==> src/rtl/pcu_pkg.sv <==
package pcu_pkg;

  localparam int REG_W        = 32;
  localparam int EVT_W        = 10;
  localparam int CTL_W        = 5 + EVT_W;
  localparam int CHAIN_BIT    = 31;
  localparam int PRESENT_BIT  = 4;
  localparam int CAUSE_IRQ_BIT = 26;

  localparam logic [1:0] KSU_KERNEL = 2'b00;
  localparam logic [1:0] KSU_SUPER  = 2'b01;
  localparam logic [1:0] KSU_USER   = 2'b10;

  // Packed so that exl_en lands on bit 0 and evt on bits 14:5.
  typedef struct packed {
    logic [EVT_W-1:0] evt;
    logic             irq_en;
    logic             user_en;
    logic             sup_en;
    logic             kern_en;
    logic             exl_en;
  } ctl_t;

  function automatic logic in_kernel(input logic [1:0] ksu,
                                     input logic exl, input logic erl);
    return (ksu == KSU_KERNEL) || exl || erl;
  endfunction

  function automatic logic mode_pass(input ctl_t c, input logic [1:0] ksu,
                                     input logic exl, input logic erl);
    logic plain;
    plain = !exl && !erl;
    return (c.exl_en  && exl) ||
           (c.kern_en && in_kernel(ksu, exl, erl)) ||
           (c.sup_en  && plain && (ksu == KSU_SUPER)) ||
           (c.user_en && plain && (ksu == KSU_USER));
  endfunction

endpackage

==> src/rtl/pcu_event_pick.sv <==
module pcu_event_pick #(
  parameter int SHARED_EVT = 2,
  parameter int BANK_EVT   = 14,
  parameter int SEL_W      = 10
) (
  input  logic [SEL_W-1:0]      sel,
  input  logic [SHARED_EVT-1:0] shared,
  input  logic [BANK_EVT-1:0]   bank,
  output logic                  hit
);
  always_comb begin
    hit = 1'b0;
    for (int i = 0; i < SHARED_EVT; i++)
      if (sel == SEL_W'(i)) hit = shared[i];
    for (int j = 0; j < BANK_EVT; j++)
      if (sel == SEL_W'(SHARED_EVT + j)) hit = bank[j];
  end
endmodule

==> src/rtl/pcu_slice.sv <==
module pcu_slice
  import pcu_pkg::*;
#(
  parameter int CW = 32
) (
  input  logic          clk,
  input  logic          rst_n,
  input  logic          ctl_we,
  input  logic          cnt_we,
  input  ctl_t          ctl_wdata,
  input  logic [CW-1:0] cnt_wdata,
  input  logic [1:0]    ksu,
  input  logic          exl,
  input  logic          erl,
  input  logic          evt_hit,
  output ctl_t          ctl_q,
  output logic [CW-1:0] cnt_q,
  output logic          inc,
  output logic          irq_req
);
  assign inc     = evt_hit && mode_pass(ctl_q, ksu, exl, erl);
  assign irq_req = ctl_q.irq_en && cnt_q[CW-1];

  always_ff @(posedge clk) begin
    if (!rst_n) begin
      ctl_q <= '0;
      cnt_q <= '0;
    end else begin
      if (ctl_we) ctl_q <= ctl_wdata;
      if (cnt_we)   cnt_q <= cnt_wdata;     // write beats the increment
      else if (inc) cnt_q <= cnt_q + CW'(1); // wraps modulo 2^CW
    end
  end
endmodule

==> src/rtl/pcu_read_mux.sv <==
module pcu_read_mux
  import pcu_pkg::*;
#(
  parameter int NUM_CTR = 4,
  parameter int CW      = 32,
  parameter int IDXW    = 2
) (
  input  logic [IDXW-1:0]             idx,
  input  logic                        sel_cnt,
  input  ctl_t [NUM_CTR-1:0]          ctl_bus,
  input  logic [NUM_CTR-1:0][CW-1:0]  cnt_bus,
  output logic [REG_W-1:0]            rdata
);
  always_comb begin
    rdata = '0;
    if (int'(idx) < NUM_CTR) begin
      if (sel_cnt) begin
        rdata[CW-1:0] = cnt_bus[idx];
      end else begin
        rdata[CTL_W-1:0] = ctl_bus[idx];
        rdata[CHAIN_BIT] = (int'(idx) < NUM_CTR - 1);
      end
    end
  end
endmodule

==> src/rtl/perf_ctr_unit.sv <==
module perf_ctr_unit
  import pcu_pkg::*;
#(
  parameter int NUM_CTR    = 4,
  parameter int CW         = 32,
  parameter int SHARED_EVT = 2,
  parameter int BANK_EVT   = 14,
  localparam int IDXW      = (NUM_CTR > 1) ? $clog2(NUM_CTR) : 1
) (
  input  logic                  clk,
  input  logic                  rst_n,
  input  logic                  reg_we,
  input  logic [IDXW-1:0]       reg_idx,
  input  logic                  reg_sel_cnt,
  input  logic [REG_W-1:0]      reg_wdata,
  output logic [REG_W-1:0]      reg_rdata,
  input  logic [SHARED_EVT-1:0] evt_shared,
  input  logic [BANK_EVT-1:0]   evt_even,
  input  logic [BANK_EVT-1:0]   evt_odd,
  input  logic [1:0]            priv_ksu,
  input  logic                  priv_exl,
  input  logic                  priv_erl,
  output logic [REG_W-1:0]      cfg_word,
  output logic [REG_W-1:0]      cause_word,
  output logic                  pmc_irq
);
  // Named internal events, visible to the bound checker.
  ctl_t [NUM_CTR-1:0]          ctl_bus;
  logic [NUM_CTR-1:0][CW-1:0]  cnt_bus;
  logic [NUM_CTR-1:0][4:0]     ctl_en_bus;
  logic [NUM_CTR-1:0]          cnt_wr;
  logic [NUM_CTR-1:0]          ctl_wr;
  logic [NUM_CTR-1:0]          cnt_inc;
  logic [NUM_CTR-1:0]          irq_vec;

  ctl_t ctl_wdata;
  assign ctl_wdata = ctl_t'(reg_wdata[CTL_W-1:0]);

  for (genvar k = 0; k < NUM_CTR; k++) begin : g_ctr
    logic                hit;
    logic [BANK_EVT-1:0] bank;

    if (k % 2 == 0) begin : g_even
      assign bank = evt_even;
    end else begin : g_odd
      assign bank = evt_odd;
    end

    assign cnt_wr[k]     = reg_we && reg_sel_cnt  && (reg_idx == IDXW'(k));
    assign ctl_wr[k]     = reg_we && !reg_sel_cnt && (reg_idx == IDXW'(k));
    assign ctl_en_bus[k] = ctl_bus[k][4:0];

    pcu_event_pick #(
      .SHARED_EVT(SHARED_EVT), .BANK_EVT(BANK_EVT), .SEL_W(EVT_W)
    ) pick_i (
      .sel(ctl_bus[k].evt), .shared(evt_shared), .bank(bank), .hit(hit)
    );

    pcu_slice #(.CW(CW)) slice_i (
      .clk(clk), .rst_n(rst_n),
      .ctl_we(ctl_wr[k]), .cnt_we(cnt_wr[k]),
      .ctl_wdata(ctl_wdata), .cnt_wdata(reg_wdata[CW-1:0]),
      .ksu(priv_ksu), .exl(priv_exl), .erl(priv_erl),
      .evt_hit(hit),
      .ctl_q(ctl_bus[k]), .cnt_q(cnt_bus[k]),
      .inc(cnt_inc[k]), .irq_req(irq_vec[k])
    );
  end

  pcu_read_mux #(.NUM_CTR(NUM_CTR), .CW(CW), .IDXW(IDXW)) rmux_i (
    .idx(reg_idx), .sel_cnt(reg_sel_cnt),
    .ctl_bus(ctl_bus), .cnt_bus(cnt_bus), .rdata(reg_rdata)
  );

  assign pmc_irq = |irq_vec;

  always_comb begin
    cfg_word                = '0;
    cfg_word[PRESENT_BIT]   = 1'b1;
    cause_word              = '0;
    cause_word[CAUSE_IRQ_BIT] = pmc_irq;
  end
endmodule

==> config.mk <==
export PLATFORM = sky130hd
export DESIGN_NAME = perf_ctr_unit
export DESIGN_NICKNAME = d
export VERILOG_FILES = /design/src/rtl/pcu_pkg.sv /design/src/rtl/pcu_event_pick.sv /design/src/rtl/pcu_slice.sv /design/src/rtl/pcu_read_mux.sv /design/src/rtl/perf_ctr_unit.sv
export SDC_FILE = /design/constraint.sdc
export NUM_CORES = 1
export LEC_CHECK = 0
export ABC_AREA = 1
export CORE_MARGIN = 2
export CORE_UTILIZATION = 52
export DETAILED_ROUTE_END_ITERATION = 10
export PLACE_DENSITY = 0.9
export SYNTH_ARGS = -nofsm -noshare
export SYNTH_HDL_FRONTEND = slang
export SYNTH_SLANG_ARGS = --single-unit
==> constraint.sdc <==
create_clock -name clk -period 1.9 [get_ports clk]
set_input_delay 0.19 -clock clk [delete_from_list [all_inputs] [get_ports clk]]
set_output_delay 0.19 -clock clk [all_outputs]
set_load 0.005 [all_outputs]
==> impl_metrics.csv, run 1 <==
group,metric,value,unit
cts,cts_made_buffers,17,
place,detailed_place_hpwl,37.2,mm
place,dpl_cell_area,16700,um2
outcome,status,"did not finish",
logic_synthesis,syn_area,13500,um2
cts,clockBufferDepth,2,
grt,grt_max_degree,69,
grt,gr-usage-all-layers,0.813,
outcome,first-error,"[ERROR GRT-0232] Routing congestion too high. Check the congestion heatmap in the GUI.",
logic_synthesis,ys_seq_area_frac,0.280,
logic_synthesis,ys_types,58,
floorplanning,die_w,165,um
logic_synthesis,ys_ff_latch,188,
cts,ctsHoldBuffers,0,
floorplanning,io_pins,169,
place,portBuffers,105,
cts,cts-root-buf,"clkbuf_16",
timing,worst_endpoint,"g_ctr[1].slice_i.cnt_q[4]$_SDFFE_PN0P_/D",
outcome,failed_stage,"global routing",
floorplanning,die_height,165,um
logic_synthesis,synthCells,2087,
timing,worst-ep-kind,"register data pin",
grt,grt.overflow.total,416,
place,place_congestion,1.05,
logic_synthesis,syn-mean-instance-area,6.45,um2
logic_synthesis,yosysWarnings,0,
cts,htree_levels,4,
cts,cts.sinks,188,
floorplanning,rows,58,
floorplanning,start_util,0.532,
-- per-stage QoR --
stage / setup WS [ns] / instances / util / hold slack [ns]
2_1_floorplan: 0.0220 / 2148 / - / 0.332
3_3_place_gp: -0.538 / 2713 / 0.658 / 0.474
3_5_place_dp: -0.628 / 2713 / 0.658 / 0.494
4_1_cts: -0.224 / 2804 / 0.769 / 0.275
-- kinds of logic after synthesis --
kind of cell               count (synthesis)  share of synthesized area
and+or+nand+nor                          924                      0.313
AOI/OAI and AO/OA                        510                      0.211
buffers and inverters                    350                      0.121
DFF                                      188                      0.280
xor gates and xnor gates                 109                     0.0709
adders and majority gates                  4                    0.00372
other                                      2                   0.000558
-- cells in the mapped netlist (all sizes together) --
cell	count	share of area
o311ai	1	0.00065
a21boi	1	0.00056
a211oi	1	0.00056
or2	4	0.0019
xor2	79	0.051
dfxtp	188	0.28
o41ai	1	0.00065
a31oi	14	0.0065
o31ai	2	0.0011
nor3	54	0.026
o211ai	5	0.0028
nand3	160	0.062
clkbuf	83	0.023
xnor2	30	0.020
a22oi	23	0.013
buf	100	0.051
o21ai	211	0.079
a311oi	1	0.00065
nand4	34	0.018
o21bai	1	0.00056
and3	1	0.00046
a2111oi	1	0.00065
clkinv	2	0.00056
a21oi	189	0.071
a221oi	24	0.016
nand3b	3	0.0026
inv	165	0.046
a22o	1	0.00065
a41oi	1	0.00065
a31o	1	0.00065
conb	2	0.00056
nand2	494	0.14
nor2	159	0.051
nor4	15	0.010
ha	4	0.0037
o2111ai	10	0.0065
o22ai	22	0.010
-- timing repair --
item	4_1_cts
cloned	12
setup endpoints to repair	162
pin swaps	142
hold endpoints to repair	0
resized for setup	558
buffers inserted	51
-- layer usage --
metal,GRT overflow,GRT usage
met5,0,0.432
met4,164,0.865
met3,16,0.699
met1,11,0.780
met2,225,0.954
==> run 2: changes to the inputs <==
--- a/config.mk
+++ b/config.mk
@@ -7,9 +7,9 @@
 export LEC_CHECK = 0
 export ABC_AREA = 1
 export CORE_MARGIN = 2
-export CORE_UTILIZATION = 52
+export CORE_UTILIZATION = 40
 export DETAILED_ROUTE_END_ITERATION = 10
-export PLACE_DENSITY = 0.9
+export PLACE_DENSITY_LB_ADDON = 0.15
 export SYNTH_ARGS = -nofsm -noshare
 export SYNTH_HDL_FRONTEND = slang
 export SYNTH_SLANG_ARGS = --single-unit
==> constraint.sdc (replaced) <==
create_clock -name clk -period 2.45 [get_ports clk]
set_input_delay 0.245 -clock clk [delete_from_list [all_inputs] [get_ports clk]]
set_output_delay 0.245 -clock clk [all_outputs]
set_load 0.005 [all_outputs]
==> impl_metrics.csv, run 2 <==
group,metric,value,unit
outcome,status,"finished, final reports clean",
cts,cts-root-buf,"clkbuf_16",
logic_synthesis,synth_commonest_cells,"nand2_1 (481), o21ai_0 (204), dfxtp_1 (188)",
grt,grt_pass1_wl,79.9,mm
timing,fin_crit_sh,0.962,
floorplanning,io_pins,169,
detailed_routing,wire_per_inst,19.4,um
cts,clock_latency,0.46,ns
floorplanning,rows,67,
critical_path,arrival,2.11,ns
timing,period_minus_slack,2.36,ns
final_layout,final_common_cell,"nand2_1",
timing,slew_viol_final,0,
final_layout,finalNetCount,2308,
critical_path,end_kind,"output pin",
critical_path,cp.required,2.20,ns
final_layout,fin_util,0.487,
timing,max_clock_freq,424,MHz
cts,cts_made_buffers,17,
grt,gr-usage-all-layers,0.293,
floorplanning,start_util,0.404,
timing,hold_viol_final,0,
grt,grt.overflow.total,0,
critical_path,cp_max_fo,5,
final_layout,final_cell_mix,"nand2_1 (480), o21ai_0 (203), a21oi_1 (187)",
final_layout,drive_gt1_frac,0.128,
power_and_ir_drop,peakVddDrop,0.524,mV
detailed_routing,via_per_inst,5.48,
worst_hold_path,hp-class,"in2reg",
place,dp_cells,2656,
flow_run,max-cap-violations,0,
final_layout,antenna_cells,0,
detailed_routing,drt_pass1_iterations,5,
place,portBuffers,105,
place,detailed_place_hpwl,40.3,mm
timing,whs,0.393,ns
logic_synthesis,ys_ff_latch,188,
critical_path,start_kind,"flop",
worst_hold_path,hold_depth,3,
detailed_routing,postRouteAntennaNets,0,
logic_synthesis,syn_area,13500,um2
timing,fin_worst_skew,0.0111,ns
final_layout,fill_cells,3524,
logic_synthesis,post-synth-top-count-cell,"nand2_1",
timing,slew_headroom,0.565,
timing,worstMarginPinSlew,0.653,ns
logic_synthesis,ys_seq_area_frac,0.280,
cts,clockBufferDepth,2,
cts,clkTransAtPathRegs,0.08,ns
final_layout,multiInputGateArea,8440,um2
final_layout,area_growth,20.8,%
critical_path,critPathKind,"reg2out",
grt,antenna_found_initial,0,
final_layout,top_regs,"g_ctr.slice_i.cnt_q x128, g_ctr.slice_i.ctl_q x60",
final_layout,largest_reg_flops,128,
final_layout,regMostFlops,"g_ctr.slice_i.cnt_q",
logic_synthesis,yosysWarnings,0,
cts,ctsHoldBuffers,0,
detailed_routing,drc,0,
timing,rsz0062_at_grt,"false",
floorplanning,core-area,33400,um2
cts,cts_tree,"yes",
final_layout,register_area,3770,um2
logic_synthesis,syn-mean-instance-area,6.45,um2
grt,first_global_vias,13600,
place,place_congestion,0.951,
logic_synthesis,ys.flop_type,"dfxtp_1",
critical_path,reg2reg_depth,17,
detailed_routing,wl,52.2,mm
timing,setup_viol,0,
floorplanning,dieArea,35100,um2
floorplanning,die_height,187,um
cts,htree_levels,4,
logic_synthesis,ys_types,58,
floorplanning,die_w,187,um
power_and_ir_drop,p_leak,5.93,nW
logic_synthesis,ys_top_cells_by_area,"dfxtp_1 (28%), nand2_1 (13%), o21ai_0 (7.6%)",
power_and_ir_drop,powerDensity,426,nW/um2
logic_synthesis,synth_top_area_frac,0.280,
detailed_routing,drt_iter0_drc,1317,
logic_synthesis,synthCells,2087,
cts,cts.sinks,188,
final_layout,layoutNonFillerInstCount,2693,
logic_synthesis,async_flop_share,0,
detailed_routing,vias,14700,
logic_synthesis,synth_edf_count,0,
grt,grt_max_degree,69,
logic_synthesis,yosys.area.top_type,"dfxtp_1",
[run 2: cell counts after synthesis]
No cell type changed its count.
[run 2: where the power goes]
group / switching [mW] / internal (mW)
logic: 0.636 / 0.377
registers: 0.0694 / 3.11
clock network: 1.37 / 1.37
total: 2.08 / 4.85
[run 2: repair_timing]
action,in CTS,in global routing
resized for setup,17,30
pin swaps,0,2
setup endpoints to repair,30,71
buffers inserted,3,2
[run 2: per-layer routing]
metal / GRT usage / part of all wire / wire length (um) / up-vias
li1: - / - / - / 7195
met1: 0.371 / 0.43 / 22600 / 6883
met2: 0.495 / 0.47 / 24400 / 554
met3: 0.0403 / 0.054 / 2830 / 115
met4: 0.131 / 0.047 / 2470 / 0
met5: 0 / 0 / 0 / -
[run 2: logic make-up after synthesis]
| family | share of synthesized area |
|---|---|
| simple gates | 0.313 |
| compound gates | 0.211 |
| buf+inv | 0.121 |
| flops | 0.280 |
| xor+xnor | 0.0709 |
| fa+ha+maj | 0.00372 |
| other cells | 0.000558 |
[run 2: final cells by class]
| cell class | instances | area share |
|---|---|---|
| Multi-Input combinational cell | 1610 | 0.519 |
| Sequential cell | 188 | 0.232 |
| Timing Repair Buffer | 248 | 0.142 |
| Inverter | 167 | 0.0387 |
| Tap cell | 448 | 0.0345 |
| Clock buffer | 21 | 0.0283 |
| Clock inverter | 11 | 0.00523 |
[run 2: path summary, 6_finish.rpt]
path | slack (ns) | start | endpoint
worst min register to register | 0.50 | g_ctr[3].slice_i.cnt_q[11] | g_ctr[3].slice_i.cnt_q[11]
worst min-delay path | 0.39 | rst_n | g_ctr[1].slice_i.cnt_q[16]
worst max-delay path | 0.09 | g_ctr[0].slice_i.cnt_q[6] | reg_rdata[6]
worst max register to register | 0.23 | g_ctr[1].slice_i.ctl_q[10] | g_ctr[1].slice_i.cnt_q[26]
[run 2: worst max-delay path: stages (launching register included)]
cell and delay, ns:
dfxtp_1 0.39, inv_1 0.13, o21ai_1 0.29, a221oi_2 0.08
o21ai_0 0.19, clkdlybuf4s50_1 0.56
[run 2: stage by stage]
stage / power (mW) / instance area (um2) / TNS (ns) / worst slack, ns
after floorplan: 3.76 / 13700 / 0 / 0.572
after global placement: 4.22 / 15500 / -2.96 / -0.309
after detailed placement: 4.22 / 15500 / -3.76 / -0.330
after CTS: 6.94 / 16200 / 0 / 0.00692
after global routing: 7.16 / 16300 / 0 / 0.0000207
final: 6.93 / 16300 / 0 / 0.0940
Note: power is estimated with default switching activity, not from simulation.
==> run 3: changes to the inputs <==
--- a/config.mk
+++ b/config.mk
@@ -9,6 +9,7 @@
 export CORE_MARGIN = 2
 export CORE_UTILIZATION = 40
 export DETAILED_ROUTE_END_ITERATION = 10
+export GPL_TIMING_DRIVEN = 0
 export PLACE_DENSITY_LB_ADDON = 0.15
 export SYNTH_ARGS = -nofsm -noshare
 export SYNTH_HDL_FRONTEND = slang
==> impl_metrics.csv, run 3 (synthesized netlist as in run 2, its figures left out) <==
group,metric,value,unit
grt,grt_pass1_wl,87.7,mm
place,place_congestion,0.991,
timing,slew_viol_final,0,
cts,cts_made_buffers,17,
critical_path,critPathKind,"in2out",
outcome,violations,"negative setup slack",
final_layout,register_area,3780,um2
final_layout,multiInputGateArea,8600,um2
critical_path,arrival,2.27,ns
timing,period_minus_slack,2.52,ns
cts,htree_levels,4,
final_layout,layoutNonFillerInstCount,2742,
cts,ctsHoldBuffers,0,
final_layout,regMostFlops,"g_ctr.slice_i.cnt_q",
critical_path,end_kind,"output pin",
timing,fin_worst_skew,0.0132,ns
detailed_routing,drt_iter0_drc,1688,
final_layout,fin_util,0.492,
power_and_ir_drop,powerDensity,442,nW/um2
floorplanning,core-area,33400,um2
floorplanning,dieArea,35100,um2
detailed_routing,drc,0,
final_layout,final_common_cell,"nand2_1",
final_layout,area_growth,22.0,%
place,detailed_place_hpwl,45.2,mm
timing,slew_headroom,0.453,
grt,antenna_found_initial,0,
detailed_routing,wire_per_inst,21.5,um
critical_path,slowest_delay,0.53,ns
final_layout,top_regs,"g_ctr.slice_i.cnt_q x128, g_ctr.slice_i.ctl_q x60",
grt,gr-usage-all-layers,0.327,
critical_path,cp.required,2.20,ns
timing,whs,0.488,ns
critical_path,cp_cell_sequence,"clkdlybuf4s15_2 -> nor2_2 -> buf_4 -> clkbuf_8 -> a22oi_1 -> a31oi_2 -> clkdlybuf4s50_1",
critical_path,worst_path_max_delay_cell,"a22oi_1",
detailed_routing,postRouteAntennaNets,0,
timing,max_clock_freq,397,MHz
final_layout,fill_cells,3488,
power_and_ir_drop,peakVddDrop,0.489,mV
critical_path,cp_top_family,"buffers and inverters",
floorplanning,die_w,187,um
timing,setup_viol,1,
floorplanning,start_util,0.404,
floorplanning,io_pins,169,
final_layout,drive_gt1_frac,0.127,
final_layout,final_cell_mix,"nand2_1 (478), o21ai_0 (199), a21oi_1 (187)",
grt,first_global_vias,14200,
place,portBuffers,105,
critical_path,critPathBufInv,4,
cts,clockBufferDepth,2,
timing,fin_ws,-0.0666,ns
detailed_routing,wl,58.9,mm
critical_path,cp_max_fo,10,
timing,rsz0062_at_grt,"true",
floorplanning,rows,67,
power_and_ir_drop,p_leak,5.98,nW
timing,fin_tns_setup,-0.0666,ns
outcome,status,"finished, violations left",
timing,worstMarginPinSlew,0.821,ns
flow_run,max-cap-violations,0,
timing,fin_crit_sh,1.03,
critical_path,start_kind,"input pin",
detailed_routing,via_per_inst,5.66,
final_layout,largest_reg_flops,128,
cts,cts-root-buf,"clkbuf_16",
final_layout,stdcell_area,16400,um2
detailed_routing,drt_pass1_iterations,6,
place,dpl_cell_area,15300,um2
cts,cts.sinks,188,
detailed_routing,vias,15500,
final_layout,finalNetCount,2357,
floorplanning,die_height,187,um
place,dp_cells,2701,
cts,clock_latency,0.46,ns
cts,cts_tree,"yes",
timing,hold_viol_final,0,
grt,grt_max_degree,17,
grt,grt.overflow.total,0,
cts,clkTransAtPathRegs,0.08,ns
worst_hold_path,hp-class,"reg2reg",
run 3: final cells by class:
class	count	area share
clock inverters	9	0.00830
diodes	1	0.000152
inverters	167	0.0387
plain buffers	183	0.0688
multi-input cells	1610	0.524
repair buffers	114	0.0686
well taps	448	0.0341
flip-flops and latches	188	0.230
clock buffers	22	0.0276
run 3: stage by stage:
stage	setup WS, ns	total power [mW]
2_1_floorplan	0.572	3.76
3_3_place_gp	-1.04	4.25
3_5_place_dp	-1.03	4.26
4_1_cts	0.00997	7.23
5_1_grt	-0.0487	7.47
6_report	-0.0666	7.26
run 3: what timing repair did:
item / CTS / global route
buffers inserted: 4 / 5
endpoints found under the hold margin: 0 / 0
pin swaps: 3 / 8
gates resized for setup: 89 / 57
setup endpoints to repair: 81 / 119
run 3: where the power goes:
part           leakage [nW]  internal [mW]  switching (mW)  total [mW]
Sequential             1.53           3.11          0.0658        3.17
Clock                 0.282           1.64            1.33        2.97
Combinational          4.17          0.390           0.721        1.11
Total                  5.98           5.14            2.12        7.26
run 3: tightest hold or removal path, stage by stage, from the launching register on:
cell,delay [ns]
dfxtp_1,0.32
nand2_1,0.07
a21oi_1,0.06
run 3: worst paths after layout:
| path | start | to | slack (ns) | depth (start not counted) |
|---|---|---|---|---|
| setup / recovery | reg_idx[1] | reg_rdata[7] | -0.07 | 7 |
| hold / removal | g_ctr[3].slice_i.cnt_q[31] | g_ctr[3].slice_i.cnt_q[31] | 0.49 | 2 |
| setup reg to reg | g_ctr[1].slice_i.cnt_q[0] | g_ctr[1].slice_i.cnt_q[28] | 0.13 | 9 |
| hold reg to reg | g_ctr[3].slice_i.cnt_q[31] | g_ctr[3].slice_i.cnt_q[31] | 0.49 | 2 |
run 3: per-layer routing:
metal	global-route usage	wire length, um
met5	0	0
met2	0.518	26200
met4	0.199	3690
met1	0.422	24300
met3	0.0471	4750
==> run 4: changes to the inputs <==
--- a/config.mk
+++ b/config.mk
@@ -13,4 +13,5 @@
 export PLACE_DENSITY_LB_ADDON = 0.15
 export SYNTH_ARGS = -nofsm -noshare
 export SYNTH_HDL_FRONTEND = slang
+export SYNTH_HIERARCHICAL = 1
 export SYNTH_SLANG_ARGS = --single-unit
==> impl_metrics.csv, run 4 <==
group,metric,value,unit
outcome,status,"finished, violations left",
outcome,violations,"max-capacitance violations, max-slew violations",
critical_path,worst_r2r_endpoint,"g_ctr[2].slice_i/cnt_q[24]",
critical_path,crit_path_start,"reg_sel_cnt",
final_layout,top_regs,"g_ctr.slice_i/cnt_q x128, g_ctr.slice_i/ctl_q x60",
critical_path,cp_top_family,"buffers and inverters",
grt,gr-usage-all-layers,0.333,
critical_path,cp_cell_sequence,"clkdlybuf4s50_1 -> clkbuf_4 -> inv_1 -> buf_4 -> nand2_1 -> nand2_1 -> clkdlybuf4s50_1",
place,place_congestion,0.997,
final_layout,finalNetCount,3263,
logic_synthesis,synth_edf_count,0,
timing,max_clock_freq,409,MHz
logic_synthesis,ys_top_cells_by_area,"nand2_1 (27%), dfxtp_1 (23%), nand3_1 (9.6%)",
floorplanning,io_pins,169,
grt,antenna_found_initial,1,
critical_path,r2r-start,"g_ctr[2].slice_i/ctl_q[14]",
grt,first_global_vias,17500,
timing,worstMarginPinSlew,1.55,ns
place,dpl_cell_area,18400,um2
timing,period_minus_slack,2.44,ns
final_layout,stdcell_area,19100,um2
critical_path,start_kind,"input pin",
cts,clock_latency,0.47,ns
logic_synthesis,synth_compound_area_frac,0.0658,
final_layout,area_growth,15.7,%
floorplanning,rows,74,
logic_synthesis,syn_area,16500,um2
critical_path,slowest_delay,0.54,ns
detailed_routing,postRouteAntennaNets,0,
critical_path,worst_path_max_delay_cell,"clkdlybuf4s50_1",
logic_synthesis,synthCells,3000,
logic_synthesis,ys_seq_area_frac,0.228,
critical_path,reg2reg_depth,16,
critical_path,r2r_slack,0.19,ns
logic_synthesis,synth_top_family_by_area,"simple AND/OR/NAND/NOR gates",
grt,grt.overflow.total,0,
critical_path,critPathBufInv,5,
logic_synthesis,async_flop_share,0,
final_layout,regMostFlops,"g_ctr.slice_i/cnt_q",
floorplanning,dieArea,42800,um2
critical_path,cp_max_fo,10,
detailed_routing,drt_pass1_iterations,9,
logic_synthesis,syn-mean-instance-area,5.49,um2
logic_synthesis,synth_top_area_frac,0.275,
timing,rsz0062_at_grt,"true",
logic_synthesis,yosys.area.top_type,"nand2_1",
timing,fin_crit_sh,0.997,
logic_synthesis,muxShareOfSynthArea,0,
logic_synthesis,synthAdderAreaFrac,0.00304,
final_layout,final_cell_mix,"nand2_1 (1207), nor2_1 (378), nand3_1 (317)",
timing,fin_worst_skew,0.0170,ns
grt,grt_max_degree,25,
floorplanning,die_height,207,um
detailed_routing,wl,71.7,mm
logic_synthesis,synth_xor_area_frac,0.0128,
logic_synthesis,synth_commonest_cells,"nand2_1 (1207), nor2_1 (378), nand3_1 (317)",
power_and_ir_drop,finalPower,7.55,mW
cts,cts_made_buffers,17,
floorplanning,core-area,40700,um2
power_and_ir_drop,peakVddDrop,0.404,mV
detailed_routing,vias,19600,
cts,ctsHoldBuffers,0,
detailed_routing,via_per_inst,5.25,
timing,slew_viol_final,25,
place,portBuffers,105,
floorplanning,start_util,0.404,
cts,htree_levels,4,
timing,fin_tns_setup,0,ns
power_and_ir_drop,p_leak,8.62,nW
timing,whs,0.479,ns
logic_synthesis,post-synth-top-count-cell,"nand2_1",
detailed_routing,drt_iter0_drc,2101,
critical_path,critPathKind,"in2out",
cts,clkTransAtPathRegs,0.08,ns
flow_run,max-cap-violations,1,
critical_path,end_kind,"output pin",
place,dp_cells,3698,
place,detailed_place_hpwl,56.2,mm
critical_path,arrival,2.20,ns
final_layout,final_common_cell,"nand2_1",
cts,cts.sinks,188,
timing,hold_viol_final,0,
logic_synthesis,ys_ff_latch,188,
logic_synthesis,yosysWarnings,6,
cts,clockBufferDepth,2,
critical_path,crit_cells,7,
critical_path,cp.required,2.20,ns
cts,cts-root-buf,"clkbuf_16",
timing,slew_headroom,-0.0364,
floorplanning,die_w,207,um
final_layout,largest_reg_flops,128,
logic_synthesis,ys_types,36,
power_and_ir_drop,powerDensity,396,nW/um2
critical_path,worstSetupEndpoint,"reg_rdata[4]",
logic_synthesis,yosys.area_share.simple,0.539,
grt,grt_pass1_wl,106,mm
timing,setup_viol,0,
cts,cts_tree,"yes",
worst_hold_path,hp-class,"reg2reg",
logic_synthesis,ys.flop_type,"dfxtp_1",
final_layout,layoutNonFillerInstCount,3733,
detailed_routing,drc,0,
detailed_routing,wire_per_inst,19.2,um
final_layout,drive_gt1_frac,0.0828,
## run 4: stage by stage
stage	utilization	setup slack (ns)
2_1_floorplan	-	0.685
3_3_place_gp	0.452	-0.326
3_5_place_dp	0.452	-0.320
5_1_grt	0.468	-0.0426
6_report	0.468	0.00788
4_1_cts	0.466	0.00157
## run 4: worst min-delay path by stage
stage,slack [ns],cells past startpoint,to,startpoint
floorplan,0.38,2,g_ctr[0].slice_i/ctl_q[0],reg_wdata[0]
global route,0.51,2,g_ctr[3].slice_i/ctl_q[1],g_ctr[3].slice_i/ctl_q[1]
finish,0.48,2,g_ctr[2].slice_i/ctl_q[2],g_ctr[2].slice_i/ctl_q[2]
global placement,0.47,2,g_ctr[2].slice_i/ctl_q[2],g_ctr[2].slice_i/ctl_q[2]
CTS,0.48,2,g_ctr[2].slice_i/ctl_q[2],g_ctr[2].slice_i/ctl_q[2]
detailed placement,0.47,2,g_ctr[2].slice_i/ctl_q[2],g_ctr[2].slice_i/ctl_q[2]
## run 4: kinds of logic (layout without fill, tap and decap cells)
kind of cell / Yosys count / count (layout)
AO/OA/AOI/OAI: 198 / 198
XOR/XNOR: 24 / 24
adder cells (fa/ha/maj): 4 / 4
buffers and inverters: 494 / 633
flip-flops: 188 / 188
other: 2 / 64
AND/OR/NAND/NOR: 2090 / 2090
## run 4: layout make-up
type	instances	area (um2)
well taps	532	666
clock buffers	20	457
multi-input cells	2379	10500
repair buffers	107	1060
clock inverters	12	86.3
fillers	4562	21700
diodes	1	2.50
plain buffers	180	1320
inverters	314	1180
flip-flops and latches	188	3770
## run 4: power by group
group | internal, mW | total (mW) | switching, mW
Clock | 1.36 | 2.71 | 1.35
Combinational | 0.565 | 1.58 | 1.01
Sequential | 3.13 | 3.26 | 0.130
## run 4: routing by layer
layer,track usage,vias up,share of wire
met4,0.113,0,0.038
met5,0,-,0
met2,0.536,926,0.45
li1,-,9581,-
met1,0.457,8973,0.44
met3,0.0441,133,0.080
## run 4: timing repair
action	in CTS	in global routing
setup buffers	0	2
gates resized for setup	18	18
endpoints found under the setup margin	32	76
pin swaps	0	1
## run 4: worst min-delay path, stage by stage, from the launching register on
cell	delay (ns)
dfxtp_1	0.31
inv_1	0.06
a21oi_1	0.06
